--- config.mk ---
export PLATFORM = sky130hd
export DESIGN_NAME = ide_mode_decoder
export DESIGN_NICKNAME = d
export VERILOG_FILES = /design/src/rtl/ide_dec_pkg.sv /design/src/rtl/ide_cfg_space.sv /design/src/rtl/ide_chan_decode.sv /design/src/rtl/ide_irq_route.sv /design/src/rtl/ide_mode_decoder.sv
export SDC_FILE = /design/constraint.sdc
export NUM_CORES = 1
export LEC_CHECK = 0
export BUFFER_PORTS_ARGS = -buffer_cell sky130_fd_sc_hd__buf_2
export CAP_MARGIN = 10
export CORE_ASPECT_RATIO = 1.4
export CORE_MARGIN = 3
export CORE_UTILIZATION = 50
export CTS_CLUSTER_DIAMETER = 50
export CTS_CLUSTER_SIZE = 12
export DETAILED_ROUTE_END_ITERATION = 10
export MAX_ROUTING_LAYER = met4
export PLACE_DENSITY = 0.77
export SLEW_MARGIN = 5
export SYNTH_ARGS = -nofsm -noshare
export SYNTH_HDL_FRONTEND = slang
export SYNTH_HIERARCHICAL = 1
export SYNTH_SLANG_ARGS = --single-unit
--- constraint.sdc ---
create_clock -name clk -period 3.1 [get_ports clk]
set_input_delay 0.465 -clock clk [delete_from_list [all_inputs] [get_ports clk]]
set_output_delay 0.465 -clock clk [all_outputs]
set_load 0.02 [all_outputs]
--- src/rtl/ide_dec_pkg.sv ---
package ide_dec_pkg;
  localparam int IO_AW    = 16;
  localparam int NCH      = 2;
  localparam int NBAR     = 2 * NCH;
  localparam int CMD_LG   = 3;   // command block spans 8 bytes
  localparam int CTL_LG   = 2;   // control block spans 4 bytes
  localparam int MODE_BIT = 7;   // legacy-select bit inside each timing high byte
  localparam logic [5:0] DW_CMD  = 6'h01;
  localparam logic [5:0] DW_BAR0 = 6'h04;
  localparam logic [5:0] DW_TIM  = 6'h10;

  function automatic logic [IO_AW-1:0] leg_cmd_base(input int ch);
    return (ch == 0) ? 16'h01F0 : 16'h0170;
  endfunction

  function automatic logic [IO_AW-1:0] leg_ctl_addr(input int ch);
    return (ch == 0) ? 16'h03F6 : 16'h0376;
  endfunction

  function automatic logic [IO_AW-1:0] span_mask(input int lg);
    return {IO_AW{1'b1}} << lg;
  endfunction
endpackage

--- src/rtl/ide_cfg_space.sv ---
module ide_cfg_space
  import ide_dec_pkg::*;
(
  input  logic                 clk,
  input  logic                 rst_n,
  input  logic                 cfg_wr,
  input  logic [5:0]           cfg_dw,
  input  logic [3:0]           cfg_be,
  input  logic [31:0]          cfg_wdata,
  output logic [31:0]          cfg_rdata,
  output logic                 io_en,
  output logic [NCH-1:0]       legacy,
  output logic [IO_AW-1:0]     bar_base [NBAR]
);
  localparam int BAR_BYTES = IO_AW / 8;

  logic [31:0]      tim_q;
  logic [IO_AW-1:0] bar_q  [NBAR];
  logic [IO_AW-1:0] bar_wr [NBAR];

  genvar gi;
  generate
    for (gi = 0; gi < NBAR; gi++) begin : g_bar
      localparam logic [IO_AW-1:0] MASK = span_mask((gi % 2 == 0) ? CMD_LG : CTL_LG);
      always_comb begin
        bar_wr[gi] = bar_q[gi];
        for (int b = 0; b < BAR_BYTES; b++)
          if (cfg_be[b]) bar_wr[gi][8*b +: 8] = cfg_wdata[8*b +: 8];
        bar_wr[gi] = bar_wr[gi] & MASK;
      end
      assign bar_base[gi] = bar_q[gi];
    end
  endgenerate

  always_ff @(posedge clk or negedge rst_n) begin
    if (!rst_n) begin
      io_en <= 1'b0;
      tim_q <= '0;
      for (int i = 0; i < NBAR; i++) bar_q[i] <= '0;
    end else if (cfg_wr) begin
      if (cfg_dw == DW_CMD && cfg_be[0]) io_en <= cfg_wdata[0];
      if (cfg_dw == DW_TIM)
        for (int b = 0; b < 4; b++)
          if (cfg_be[b]) tim_q[8*b +: 8] <= cfg_wdata[8*b +: 8];
      for (int i = 0; i < NBAR; i++)
        if (cfg_dw == DW_BAR0 + 6'(i)) bar_q[i] <= bar_wr[i];
    end
  end

  assign legacy[0] = tim_q[8 + MODE_BIT];
  assign legacy[1] = tim_q[24 + MODE_BIT];

  always_comb begin
    cfg_rdata = '0;
    if (cfg_dw == DW_CMD) cfg_rdata[0] = io_en;
    if (cfg_dw == DW_TIM) cfg_rdata = tim_q;
    for (int i = 0; i < NBAR; i++)
      if (cfg_dw == DW_BAR0 + 6'(i))
        cfg_rdata[IO_AW-1:0] = bar_q[i] | {{(IO_AW-1){1'b0}}, 1'b1};
  end

  // a write to byte 41h lands in the primary mode bit on the next cycle
  a_r1_pri_mode_write: assert property (@(posedge clk) disable iff (!rst_n)
    (cfg_wr && cfg_dw == DW_TIM && cfg_be[1]) |=> (legacy[0] == $past(cfg_wdata[8 + MODE_BIT])));

  // clearing command bit 0 turns decode off
  a_r7_cmd_clear: assert property (@(posedge clk) disable iff (!rst_n)
    (cfg_wr && cfg_dw == DW_CMD && cfg_be[0] && !cfg_wdata[0]) |=> !io_en);
endmodule

--- src/rtl/ide_chan_decode.sv ---
module ide_chan_decode
  import ide_dec_pkg::*;
#(
  parameter int CH = 0
) (
  input  logic             clk,
  input  logic             rst_n,
  input  logic             active,
  input  logic             legacy,
  input  logic [IO_AW-1:0] io_addr,
  input  logic [IO_AW-1:0] cmd_base,
  input  logic [IO_AW-1:0] ctl_base,
  output logic             cmd_hit,
  output logic             ctl_hit
);
  localparam logic [IO_AW-1:0] CMD_MASK = span_mask(CMD_LG);
  localparam logic [IO_AW-1:0] CTL_MASK = span_mask(CTL_LG);
  localparam logic [IO_AW-1:0] LEG_CMD  = leg_cmd_base(CH);
  localparam logic [IO_AW-1:0] LEG_CTL  = leg_ctl_addr(CH);

  logic leg_cmd, leg_ctl, nat_cmd, nat_ctl;

  assign leg_cmd = (io_addr & CMD_MASK) == LEG_CMD;
  assign leg_ctl = io_addr == LEG_CTL;
  assign nat_cmd = (io_addr & CMD_MASK) == (cmd_base & CMD_MASK);
  assign nat_ctl = (io_addr & CTL_MASK) == (ctl_base & CTL_MASK);

  assign cmd_hit = active && (legacy ? leg_cmd : nat_cmd);
  assign ctl_hit = active && (legacy ? leg_ctl : nat_ctl);

  // a legacy channel always answers its fixed control port
  a_r4_legacy_ctl: assert property (@(posedge clk) disable iff (!rst_n)
    (active && legacy && io_addr == LEG_CTL) |-> ctl_hit);
endmodule

--- src/rtl/ide_irq_route.sv ---
module ide_irq_route
  import ide_dec_pkg::*;
(
  input  logic           clk,
  input  logic           rst_n,
  input  logic           io_en,
  input  logic [NCH-1:0] legacy,
  input  logic [NCH-1:0] req,
  output logic [NCH-1:0] irq_leg,
  output logic           pci_int
);
  always_ff @(posedge clk or negedge rst_n) begin
    if (!rst_n) begin
      irq_leg <= '0;
      pci_int <= 1'b0;
    end else begin
      irq_leg <= legacy & req;
      pci_int <= io_en && |(~legacy & req);
    end
  end

  // PCI interrupt held low while the function is disabled
  a_r10_pci_off: assert property (@(posedge clk) disable iff (!rst_n)
    !io_en |=> !pci_int);

  // a legacy request reaches its line regardless of the enable
  a_r9_leg_follow: assert property (@(posedge clk) disable iff (!rst_n)
    (legacy[0] && req[0]) |=> irq_leg[0]);
endmodule

--- src/rtl/ide_mode_decoder.sv ---
module ide_mode_decoder
  import ide_dec_pkg::*;
(
  input  logic        clk,
  input  logic        rst_n,
  input  logic        cfg_wr,
  input  logic [5:0]  cfg_dw,
  input  logic [3:0]  cfg_be,
  input  logic [31:0] cfg_wdata,
  output logic [31:0] cfg_rdata,
  input  logic        io_strobe,
  input  logic [15:0] io_addr,
  input  logic [7:0]  pri_rdata,
  input  logic [7:0]  sec_rdata,
  output logic [7:0]  io_rdata,
  output logic        pri_cmd_hit,
  output logic        pri_ctl_hit,
  output logic        sec_cmd_hit,
  output logic        sec_ctl_hit,
  input  logic        pri_irq_req,
  input  logic        sec_irq_req,
  output logic        irq14,
  output logic        irq15,
  output logic        pci_int
);
  logic             io_en;
  logic [NCH-1:0]   legacy;
  logic [IO_AW-1:0] bar_base [NBAR];
  logic [NCH-1:0]   cmd_hit, ctl_hit, irq_leg;

  ide_cfg_space u_cfg (
    .clk(clk), .rst_n(rst_n), .cfg_wr(cfg_wr), .cfg_dw(cfg_dw), .cfg_be(cfg_be),
    .cfg_wdata(cfg_wdata), .cfg_rdata(cfg_rdata), .io_en(io_en), .legacy(legacy),
    .bar_base(bar_base)
  );

  genvar ch;
  generate
    for (ch = 0; ch < NCH; ch++) begin : g_ch
      logic [IO_AW-1:0] cmd_b, ctl_b;
      if (ch == 0) begin : g_pri
        assign cmd_b = bar_base[0];
        assign ctl_b = bar_base[1];
      end else begin : g_sec
        // native secondary borrows the first BAR pair when the primary is legacy
        assign cmd_b = legacy[0] ? bar_base[0] : bar_base[2*ch];
        assign ctl_b = legacy[0] ? bar_base[1] : bar_base[2*ch+1];
      end
      ide_chan_decode #(.CH(ch)) u_dec (
        .clk(clk), .rst_n(rst_n), .active(io_strobe && io_en), .legacy(legacy[ch]),
        .io_addr(io_addr), .cmd_base(cmd_b), .ctl_base(ctl_b),
        .cmd_hit(cmd_hit[ch]), .ctl_hit(ctl_hit[ch])
      );
    end
  endgenerate

  assign pri_cmd_hit = cmd_hit[0];
  assign pri_ctl_hit = ctl_hit[0];
  assign sec_cmd_hit = cmd_hit[1];
  assign sec_ctl_hit = ctl_hit[1];

  always_comb begin
    if (cmd_hit[0] || ctl_hit[0])      io_rdata = pri_rdata;
    else if (cmd_hit[1] || ctl_hit[1]) io_rdata = sec_rdata;
    else                               io_rdata = 8'hFF;
  end

  ide_irq_route u_irq (
    .clk(clk), .rst_n(rst_n), .io_en(io_en), .legacy(legacy),
    .req({sec_irq_req, pri_irq_req}), .irq_leg(irq_leg), .pci_int(pci_int)
  );
  assign irq14 = irq_leg[0];
  assign irq15 = irq_leg[1];

  // disabled function produces no hit
  a_r7_off_no_hit: assert property (@(posedge clk) disable iff (!rst_n)
    !io_en |-> (cmd_hit == '0 && ctl_hit == '0));

  // a probe that misses every range floats high
  a_r8_miss_ones: assert property (@(posedge clk) disable iff (!rst_n)
    (io_strobe && cmd_hit == '0 && ctl_hit == '0) |-> io_rdata == 8'hFF);
endmodule

==> results of run 1 <==
[layout by cell type, fill, tap and decap left out, types with 3 or more instances in the layout]
cell / count
a31oi_1: 4
clkbuf_16: 9
xor2_1: 18
nand2_1: 10
o22ai_1: 3
nor4_1: 7
nor3b_1: 4
and2_1: 20
nor2b_1: 12
a21oi_1: 3
o2bb2ai_1: 9
a221o_1: 10
o2111a_1: 3
nor3_1: 4
mux2_2: 89
o21bai_1: 8
dfrtp_1: 89
nand3_1: 3
mux2i_1: 12
mux2_4: 33
nand4_1: 5
buf_2: 124
nor2_1: 7
xnor2_1: 13
buf_4: 21
nand2b_1: 15
inv_1: 16
and3_1: 3
[area by class of cell]
cell class | instances | area (um2) | share of cell area
Timing Repair Buffer | 149 | 862.1 | 0.1236
Clock buffer | 11 | 242.7 | 0.03480
Inverter | 16 | 60.06 | 0.008611
Multi-Input combinational cell | 349 | 3303 | 0.4736
Sequential cell | 90 | 2253 | 0.3231
Clock inverter | 4 | 76.32 | 0.01094
Tap cell | 141 | 176.4 | 0.02530
[final timing paths]
path / start / endpoint / slack [ns]
worst min register to register: u_cfg/tim_q[1] / u_cfg/tim_q[1] / 0.50
worst max-delay path: u_cfg/tim_q[15] / io_rdata[1] / -0.22
min in group clk: cfg_wdata[23] / u_cfg/tim_q[23] / 0.36
worst max register to register: u_cfg/tim_q[15] / u_irq/pci_int / 1.86
worst min-delay path: rst_n / u_cfg/bar_base[42] / 0.08
max in group asynchronous: rst_n / u_irq/irq_leg[0] / 2.28
[power by group through the flow]
stage / combinational, mW / sequential, mW / clock [mW]
floorplan: 0.335 / 1.35 / 0
global placement: 0.493 / 1.38 / 0
detailed placement: 0.505 / 1.38 / 0
CTS: 0.528 / 1.36 / 1.19
global route: 0.572 / 1.38 / 1.23
finish: 0.531 / 1.36 / 1.16
[state kept, by name, summed over array words and instances, names as in the netlist]
register	count
u_cfg/bar_base	54
u_cfg/io_en	1
u_cfg/tim_q	32
u_irq/irq_leg	2
u_irq/pci_int	1
[worst register-to-register path, stage by stage, from the launching register on]
cell and delay, ns:
dfrtp_2 0.45, buf_4 0.16, bufbuf_16 0.27, nand2b_1 0.15, a21boi_2 0.14
[per-stage QoR]
stage	setup TNS (ns)	setup WS, ns	std cells
floorplan	0	0.009113	483
finish	-1.665	-0.2248	760
global route	-2.520	-0.3346	760
detailed placement	0	0.07204	741
CTS	-1.572	-0.2151	760
global placement	0	0.1268	741
[metal layers]
metal,wire length (um),part of all wire
met2,8263,0.51
met5,0,0
met4,452,0.028
met1,6484,0.40
met3,946,0.059
[repair_timing]
action	in CTS	in global routing
setup endpoints to repair	8	9
hold buffers	0	0
pin swaps	2	2
gates cloned	2	0
setup buffers	2	0
gates resized for setup	10	3
==> flow_summary_export.csv, run 1 <==
group,metric,value,unit
outcome,status,"finished with violations",
outcome,violations,"negative setup slack",
worst_setup_path,crit_cells,10,
placed_design,placed_area,0.006556,mm2
global_route,gr-usage-met3,0.03868,
layout,finalNetCount,695,
yosys,yosysWarnings,6,
yosys,synthCells,483,
layout,n_antenna_cell,0,
worst_setup_path,crit_family,"compound AO/OA/AOI/OAI gates",
layout,fillers,933,
route,wl_per_cell,21.25,um
timing,holdWs,0.07667,ns
global_route,use_met1,0.3265,
die,core_area,0.01104,mm2
flow_run,drv_cap,0,
layout,syn_to_final_growth,21.39,%
timing,hold_violations,0,
route,drt-initial-drc-count,235,
timing,fin_crit,3.325,ns
route,dr.pass1.iters,4,
worst_setup_path,worst-path-buf-inv,3,
power,ir_drop,0.2559,mV
cts,clk_path_buf_depth,2,
global_route,grt_use_met2,0.4482,
worst_setup_path,crit_type,"reg2out",
worst_setup_path,crit_required,2.63,ns
worst_setup_path,crit_top_cell,"mux2_4",
yosys,syn_avg_cell_area,11.90,um2
layout,postLayoutCoreUtil,0.6320,
power,total_power,3.056,mW
power,p_int,2.275,mW
timing,max_slew_margin,0.5683,
die,die-height,132.8,um
die,die_area,0.01283,mm2
timing,worst_pin_slew,0.6428,ns
yosys,syn_area,0.005746,mm2
die,io_pins,127,
timing,drv_slew,0,
min_path,hp-class,"in2async",
layout,drive_above_1_share,0.4976,
worst_setup_path,slowest_delay,0.45,ns
route,drc,0,
worst_setup_path,cp_cell_sequence,"buf_12 > mux2_4 > nor4_2 > a31oi_1 > o32a_1 > a2111oi_4 > buf_4 > o21bai_1 > mux2_4 > buf_2",
timing,finalSetupViolCount,8,
worst_setup_path,r2r_cells,4,
timing,setup_ws,-0.2248,ns
global_route,grt_overflow,0,
layout,fin_area,0.006974,mm2
cts,clockRootBuffer,"clkbuf_16",
power,p_leak,3.459,nW
cts,cts_tree,"done",
route,vias,4547,
global_route,track_usage,0.2683,
global_route,antenna_found_initial,0,
route,ant_nets,0,
die,initial_core_util,0.5206,
global_route,top_usage_layer,"met2",
yosys,syn_nets,563,
cts,clk_pin_slew,0.06,ns
power,seqPwrFrac,0.447,
route,vias_per_cell,5.983,
placed_design,hpwlAfterDp,12390,um
power,p_clk_frac,0.380,
timing,rsz0062_at_grt,"true",
worst_setup_path,critPathMaxFanout,12,
power,combPwrFrac,0.174,
worst_setup_path,crit_path_top_delay_cell,"dfrtp_2",
die,chipWidth,96.60,um
placed_design,io_buffers,126,
power,switchingPower,0.7806,mW
timing,fmax,300.8,MHz
worst_setup_path,arrival,2.86,ns
global_route,grt_max_degree,36,
global_route,grt_pass1_vias,4892,
cts,clock_sinks,90,
route,drt-total-wl,16150,um
cts,cts_buffers,9,
die,fp-row-count,45,
timing,fin_crit_sh,1.073,
power,power_density,438.1,mW/mm2
cts,insertion_delay,0.34,ns
worst_setup_path,crit_path_end_kind,"primary output",
cts,htreeDepth,3,
global_route,grt_pass1_wl,25630,um
worst_setup_path,crit_path_start_kind,"register",
timing,finClkSkew,0.004093,ns
placed_design,gp_congestion,0.9424,
power,swShare,0.2555,
(Power assumes the default switching activity.)
==> run 2: changes to the inputs <==
SETUP_SLACK_MARGIN = 0.2   (was unset)
==> run 2 against run 1 <==
Effect of this change: critical endpoint is now io_rdata[2]; cell area grew 1.4%; the run still ends with negative setup slack left; clock-buffer cell count is 1 higher; final cell count rose by 1.1%.
==> flow_summary_export.csv, run 2 (synthesized netlist as in run 1, its figures left out) <==
group,metric,value,unit
cts,clk_pin_slew,0.06,ns
route,drt-initial-drc-count,259,
global_route,grt_max_degree,61,
die,io_pins,127,
route,ant_nets,0,
outcome,status,"finished with violations",
die,die_area,0.01283,mm2
timing,fin_crit,3.348,ns
worst_setup_path,crit_required,2.63,ns
cts,clockRootBuffer,"clkbuf_16",
cts,cts_tree,"done",
layout,fin_area,0.007071,mm2
route,dr.pass1.iters,5,
layout,postLayoutCoreUtil,0.6407,
timing,fin_crit_sh,1.080,
power,ir_drop,0.3101,mV
worst_setup_path,crit_path_start_kind,"register",
die,core_area,0.01104,mm2
die,die-height,132.8,um
die,chipWidth,96.60,um
timing,holdWs,0.2102,ns
power,p_leak,3.510,nW
global_route,grt_pass1_vias,4798,
layout,mostFrequentLayoutCells,"buf_2 (116), mux2_2 (89), dfrtp_1 (89)",
placed_design,hpwlAfterDp,12650,um
cts,cts_buffers,9,
layout,largest_reg_flops,54,
worst_setup_path,critPathMaxFanout,7,
route,drc,0,
route,wl_per_cell,21.62,um
timing,fmax,298.7,MHz
timing,drv_slew,0,
worst_setup_path,crit_path_end_kind,"primary output",
cts,htreeDepth,3,
worst_setup_path,slowest_delay,0.46,ns
timing,worst_pin_slew,0.7797,ns
flow_run,drv_cap,0,
route,drt-total-wl,16610,um
timing,finalSetupViolCount,8,
timing,rsz0062_at_grt,"true",
layout,final_common_cell,"buf_2",
route,vias_per_cell,6.027,
cts,clk_path_buf_depth,2,
die,initial_core_util,0.5206,
route,vias,4629,
layout,syn_to_final_growth,23.06,%
global_route,grt_pass1_wl,25820,um
worst_setup_path,arrival,2.88,ns
worst_setup_path,crit_top_cell,"mux2_4",
min_path,hp-class,"in2async",
timing,max_slew_margin,0.4802,
power,power_density,416.7,mW/mm2
worst_setup_path,crit_path_top_delay_cell,"dfrtp_2",
outcome,violations,"negative setup slack",
cts,clock_sinks,90,
placed_design,placed_area,0.006596,mm2
layout,fillers,904,
worst_setup_path,r2r_cells,4,
die,fp-row-count,45,
layout,n_antenna_cell,0,
timing,setup_ws,-0.2484,ns
worst_setup_path,cp_cell_sequence,"buf_12 > mux2_4 > nor2b_1 > a2111oi_1 > a31oi_1 > a2111oi_4 > buf_2 > o21bai_1 > mux2_4 > buf_6",
layout,finalNetCount,702,
layout,drive_above_1_share,0.5088,
worst_setup_path,crit_type,"reg2out",
placed_design,gp_congestion,0.9452,
cts,insertion_delay,0.33,ns
timing,hold_violations,0,
placed_design,io_buffers,126,
timing,finClkSkew,0.001941,ns
global_route,grt_overflow,0,
global_route,track_usage,0.2735,
global_route,antenna_found_initial,0,
-- run 2: changes by cell type in the layout (fill, tap and decap cells not counted), sizes merged --
cell,change
buf,+8
bufinv,-2
bufbuf,-1
clkbuf,+1
clkinv,+1
clkinvlp,+1
-- run 2: worst paths after layout --
check	from	end	slack, ns
max in group asynchronous	rst_n	u_cfg/tim_q[5]	2.23
worst max-delay path	u_cfg/tim_q[15]	io_rdata[2]	-0.25
worst min-delay path	rst_n	u_cfg/tim_q[11]	0.21
worst max register to register	u_cfg/tim_q[15]	u_irq/pci_int	1.99
worst min register to register	u_cfg/tim_q[17]	u_cfg/tim_q[17]	0.50
min in group clk	cfg_wdata[19]	u_cfg/tim_q[19]	0.36
-- run 2: layout make-up --
| class | count | area, um2 | area share |
|---|---|---|---|
| tap | 141 | 176.4 | 0.02495 |
| multi-input combinational | 349 | 3318 | 0.4693 |
| timing repair buffer | 156 | 970.9 | 0.1373 |
| clock buffer | 12 | 266.5 | 0.03769 |
| clock inverter | 4 | 25.02 | 0.003539 |
| sequential | 90 | 2253 | 0.3187 |
| inverter | 16 | 60.06 | 0.008494 |
-- run 2: repair_timing --
| item | in CTS | in global routing |
|---|---|---|
| resized for setup | 11 | 23 |
| gates cloned | 1 | 1 |
| pin swaps | 1 | 6 |
| setup buffers | 5 | 2 |
| setup endpoints to repair | 10 | 10 |
| hold buffers | 0 | 0 |
-- run 2: per-layer routing --
layer  global-route usage  wire [um]  up-vias
li1                     -          -     2063
met5                    -          0        -
met1               0.3343       6488     2344
met4               0.1193        623        0
met3              0.03413        977       30
met2               0.4474       8516      192
-- run 2: report_power, final --
group / total, mW / leakage (nW) / switching [mW] / internal, mW
combinational: 0.538 / 2.15 / 0.255 / 0.282
clock: 1.04 / 0.141 / 0.436 / 0.606
sequential: 1.37 / 1.22 / 0.0968 / 1.27
total: 2.95 / 3.51 / 0.788 / 2.16
-- run 2: metrics by stage --
stage | cells | setup TNS, ns | power, mW | setup WS, ns
6_report | 768 | -1.880 | 2.946 | -0.2484
4_1_cts | 765 | -1.857 | 2.958 | -0.2454
5_1_grt | 768 | -2.454 | 3.073 | -0.3177
3_5_place_dp | 743 | 0 | 1.900 | 0.07949
3_3_place_gp | 743 | 0 | 1.884 | 0.1536
2_1_floorplan | 483 | 0 | 1.682 | 0.009113
-- run 2: critical path: cells and delay by family (launching register included) --
kind / cells / cell delay (ns)
AOI/OAI and AO/OA: 4 / 0.90
buffers and inverters: 3 / 0.52
DFF: 1 / 0.46
muxes: 2 / 0.55
and+or+nand+nor: 1 / 0.13
==> run 3: changes to the inputs <==
CELL_PAD_IN_SITES_DETAIL_PLACEMENT = 0   (was unset)
CELL_PAD_IN_SITES_GLOBAL_PLACEMENT = 2   (was unset)
CORE_UTILIZATION = 33   (was 50)
PLACE_DENSITY = unset   (was 0.77)
PLACE_DENSITY_LB_ADDON = 0.1   (was unset)
==> run 3 against run 2 <==
Effect of this change: critical endpoint is now io_rdata[5]; clock skew increased by 0.0070 ns; non-clock buffer count increased by 1; clock-buffer cell count decreased by 1; final cell count increased by 12%; sequential power about the same; cell area increased by 1.7%; maximum frequency about the same; register-to-register slack got worse by 0.06 ns; highest routed layer unchanged; the flow still finishes with violations (negative setup slack); worst hold slack got worse by 0.093 ns; clock power increased by 17%; die area increased by 48%; combinational power increased by 2%.
==> flow_summary_export.csv, run 3 (synthesized netlist as in run 1, its figures left out) <==
group,metric,value,unit
die,chipWidth,117.5,um
die,die-height,162.1,um
timing,hold_violations,0,
cts,cts_buffers,9,
flow_run,drv_cap,0,
cts,cts_hold_buf,0,
worst_setup_path,crit_path_end_kind,"primary output",
route,drt-initial-drc-count,164,
timing,finalSetupViolCount,8,
worst_setup_path,crit_path_top_delay_cell,"dfrtp_2",
power,swShare,0.2701,
route,met2_length,9308,um
cts,clock_sinks,90,
layout,final_common_cell,"buf_2",
power,seqPwrFrac,0.435,
global_route,grt_max_degree,47,
placed_design,hpwlAfterDp,14450,um
worst_setup_path,crit_family,"compound AO/OA/AOI/OAI gates",
cts,clk_pin_slew,0.07,ns
layout,mostFrequentLayoutCells,"buf_2 (124), mux2_2 (89), dfrtp_1 (89)",
layout,syn_to_final_growth,25.13,%
die,initial_core_util,0.3402,
route,vias_per_cell,5.192,
timing,max_slew_margin,0.5197,
global_route,antenna_found_initial,0,
timing,finClkSkew,0.008904,ns
cts,htreeDepth,3,
route,drc,0,
timing,rsz0062_at_grt,"true",
power,p_leak,3.508,nW
layout,postLayoutCoreUtil,0.4258,
cts,clk_path_buf_depth,2,
die,core_area,0.01689,mm2
power,power_density,436.2,mW/mm2
timing,worst_pin_slew,0.7187,ns
cts,insertion_delay,0.35,ns
worst_setup_path,arrival,2.88,ns
layout,largest_reg_flops,54,
route,ant_nets,0,
placed_design,gp_congestion,0.8946,
outcome,violations,"negative setup slack",
global_route,grt_pass1_wl,28960,um
layout,n_antenna_cell,0,
worst_setup_path,critPathMaxFanout,13,
power,total_power,3.136,mW
timing,drv_slew,0,
global_route,grt_overflow,0,
layout,seqCellArea,0.002253,mm2
global_route,grt_pass1_vias,4831,
route,met1_length,8075,um
power,p_clk_frac,0.390,
worst_setup_path,reg2reg_slack,1.93,ns
route,drt-total-wl,18540,um
worst_setup_path,crit_path_start_kind,"register",
worst_setup_path,crit_type,"reg2out",
timing,setup_ws,-0.2459,ns
power,ir_drop,0.2992,mV
outcome,status,"finished with violations",
cts,clockRootBuffer,"clkbuf_16",
power,switchingPower,0.8470,mW
timing,fin_crit_sh,1.079,
worst_setup_path,slowest_delay,0.46,ns
timing,fmax,298.9,MHz
worst_setup_path,r2r_cells,2,
route,route.top_layer_used,"met4",
layout,finalNetCount,703,
min_path,hp-class,"in2async",
die,fp-row-count,56,
route,vias,4465,
layout,fillers,1664,
worst_setup_path,r2r-start,"u_cfg/tim_q[31]",
worst_setup_path,crit_top_cell,"mux2_4",
die,die_area,0.01905,mm2
route,wl_per_cell,21.56,um
cts,cts_tree,"done",
power,p_int,2.289,mW
timing,fin_crit,3.346,ns
die,io_pins,127,
route,dr.pass1.iters,4,
worst_setup_path,cp_cell_sequence,"buf_12 > mux2_4 > nor4_2 > a31oi_1 > o32a_1 > a2111oi_4 > buf_6 > o21bai_1 > mux2_4 > buf_2",
worst_setup_path,r2r_end,"u_cfg/tim_q[31]",
placed_design,io_buffers,126,
power,combPwrFrac,0.175,
worst_setup_path,worst-path-buf-inv,3,
layout,multi_input_area,0.003323,mm2
global_route,track_usage,0.2030,
route,route.met3.wl,777,um
worst_setup_path,crit_required,2.63,ns
layout,drive_above_1_share,0.5096,
==> run 3: cell types whose count changed in the layout (fill, tap and decap cells not counted), sizes merged <==
cell,change
clkinvlp,-2
buf,+1
inv,+2
clkinv,-1
bufinv,+2
clkbuf,-1
==> run 3: power groups by stage <==
stage	Clock (mW)	Combinational, mW	Sequential (mW)
2_1_floorplan	0	0.335	1.35
3_3_place_gp	0	0.529	1.38
3_5_place_dp	0	0.532	1.39
4_1_cts	1.25	0.547	1.37
5_1_grt	1.30	0.597	1.38
6_report	1.22	0.549	1.36
==> run 3: metal layers <==
| layer | up-vias | track usage |
|---|---|---|
| met2 | 146 | 0.3432 |
| met3 | 22 | 0.03971 |
| li1 | 2068 | - |
| met5 | - | - |
| met1 | 2229 | 0.2473 |
| met4 | 0 | 0.06187 |
==> run 3: per-stage QoR <==
| step | setup TNS, ns | setup slack [ns] | cell area [um2] | hold WS, ns | cells |
|---|---|---|---|---|---|
| after floorplan | 0 | 0.009113 | 5794 | 0.1694 | 483 |
| after global placement | 0 | 0.1080 | 6745 | 0.4806 | 837 |
| after detailed placement | 0 | 0.04277 | 6745 | 0.4866 | 837 |
| after CTS | -2.215 | -0.2999 | 7153 | 0.1487 | 859 |
| after global routing | -2.909 | -0.3920 | 7189 | 0.1589 | 860 |
| final | -1.848 | -0.2459 | 7189 | 0.1175 | 860 |
==> run 3: how the worst max path moves through the flow <==
stage,startpoint,slack (ns),end,depth (start not counted)
2_1_floorplan,u_cfg/tim_q[15],0.009,io_rdata[0],11
3_3_place_gp,u_cfg/tim_q[15],0.11,io_rdata[1],10
3_5_place_dp,u_cfg/tim_q[15],0.04,io_rdata[5],10
4_1_cts,u_cfg/tim_q[15],-0.30,io_rdata[5],10
5_1_grt,u_cfg/tim_q[15],-0.39,io_rdata[5],10
6_report,u_cfg/tim_q[15],-0.25,io_rdata[5],10
==> run 3: layout make-up <==
class	count	share of cell area
Clock buffer	11	0.03376
Clock inverter	5	0.01201
Inverter	16	0.008354
Multi-Input combinational cell	349	0.4622
Sequential cell	90	0.3134
Tap cell	232	0.04038
Timing Repair Buffer	157	0.1298
==> run 3: worst register-to-register path: stages, from the launching register on <==
cell and delay, ns:
dfrtp_1 0.55, buf_4 0.24, mux2_2 0.26
==> run 3: timing repair <==
action / CTS / global route
endpoints found under the hold margin: 0 / 0
pin swaps: 1 / 2
buffers inserted: 5 / 1
resized for setup: 10 / 6
gates cloned: 1 / 0
setup endpoints to repair: 10 / 10
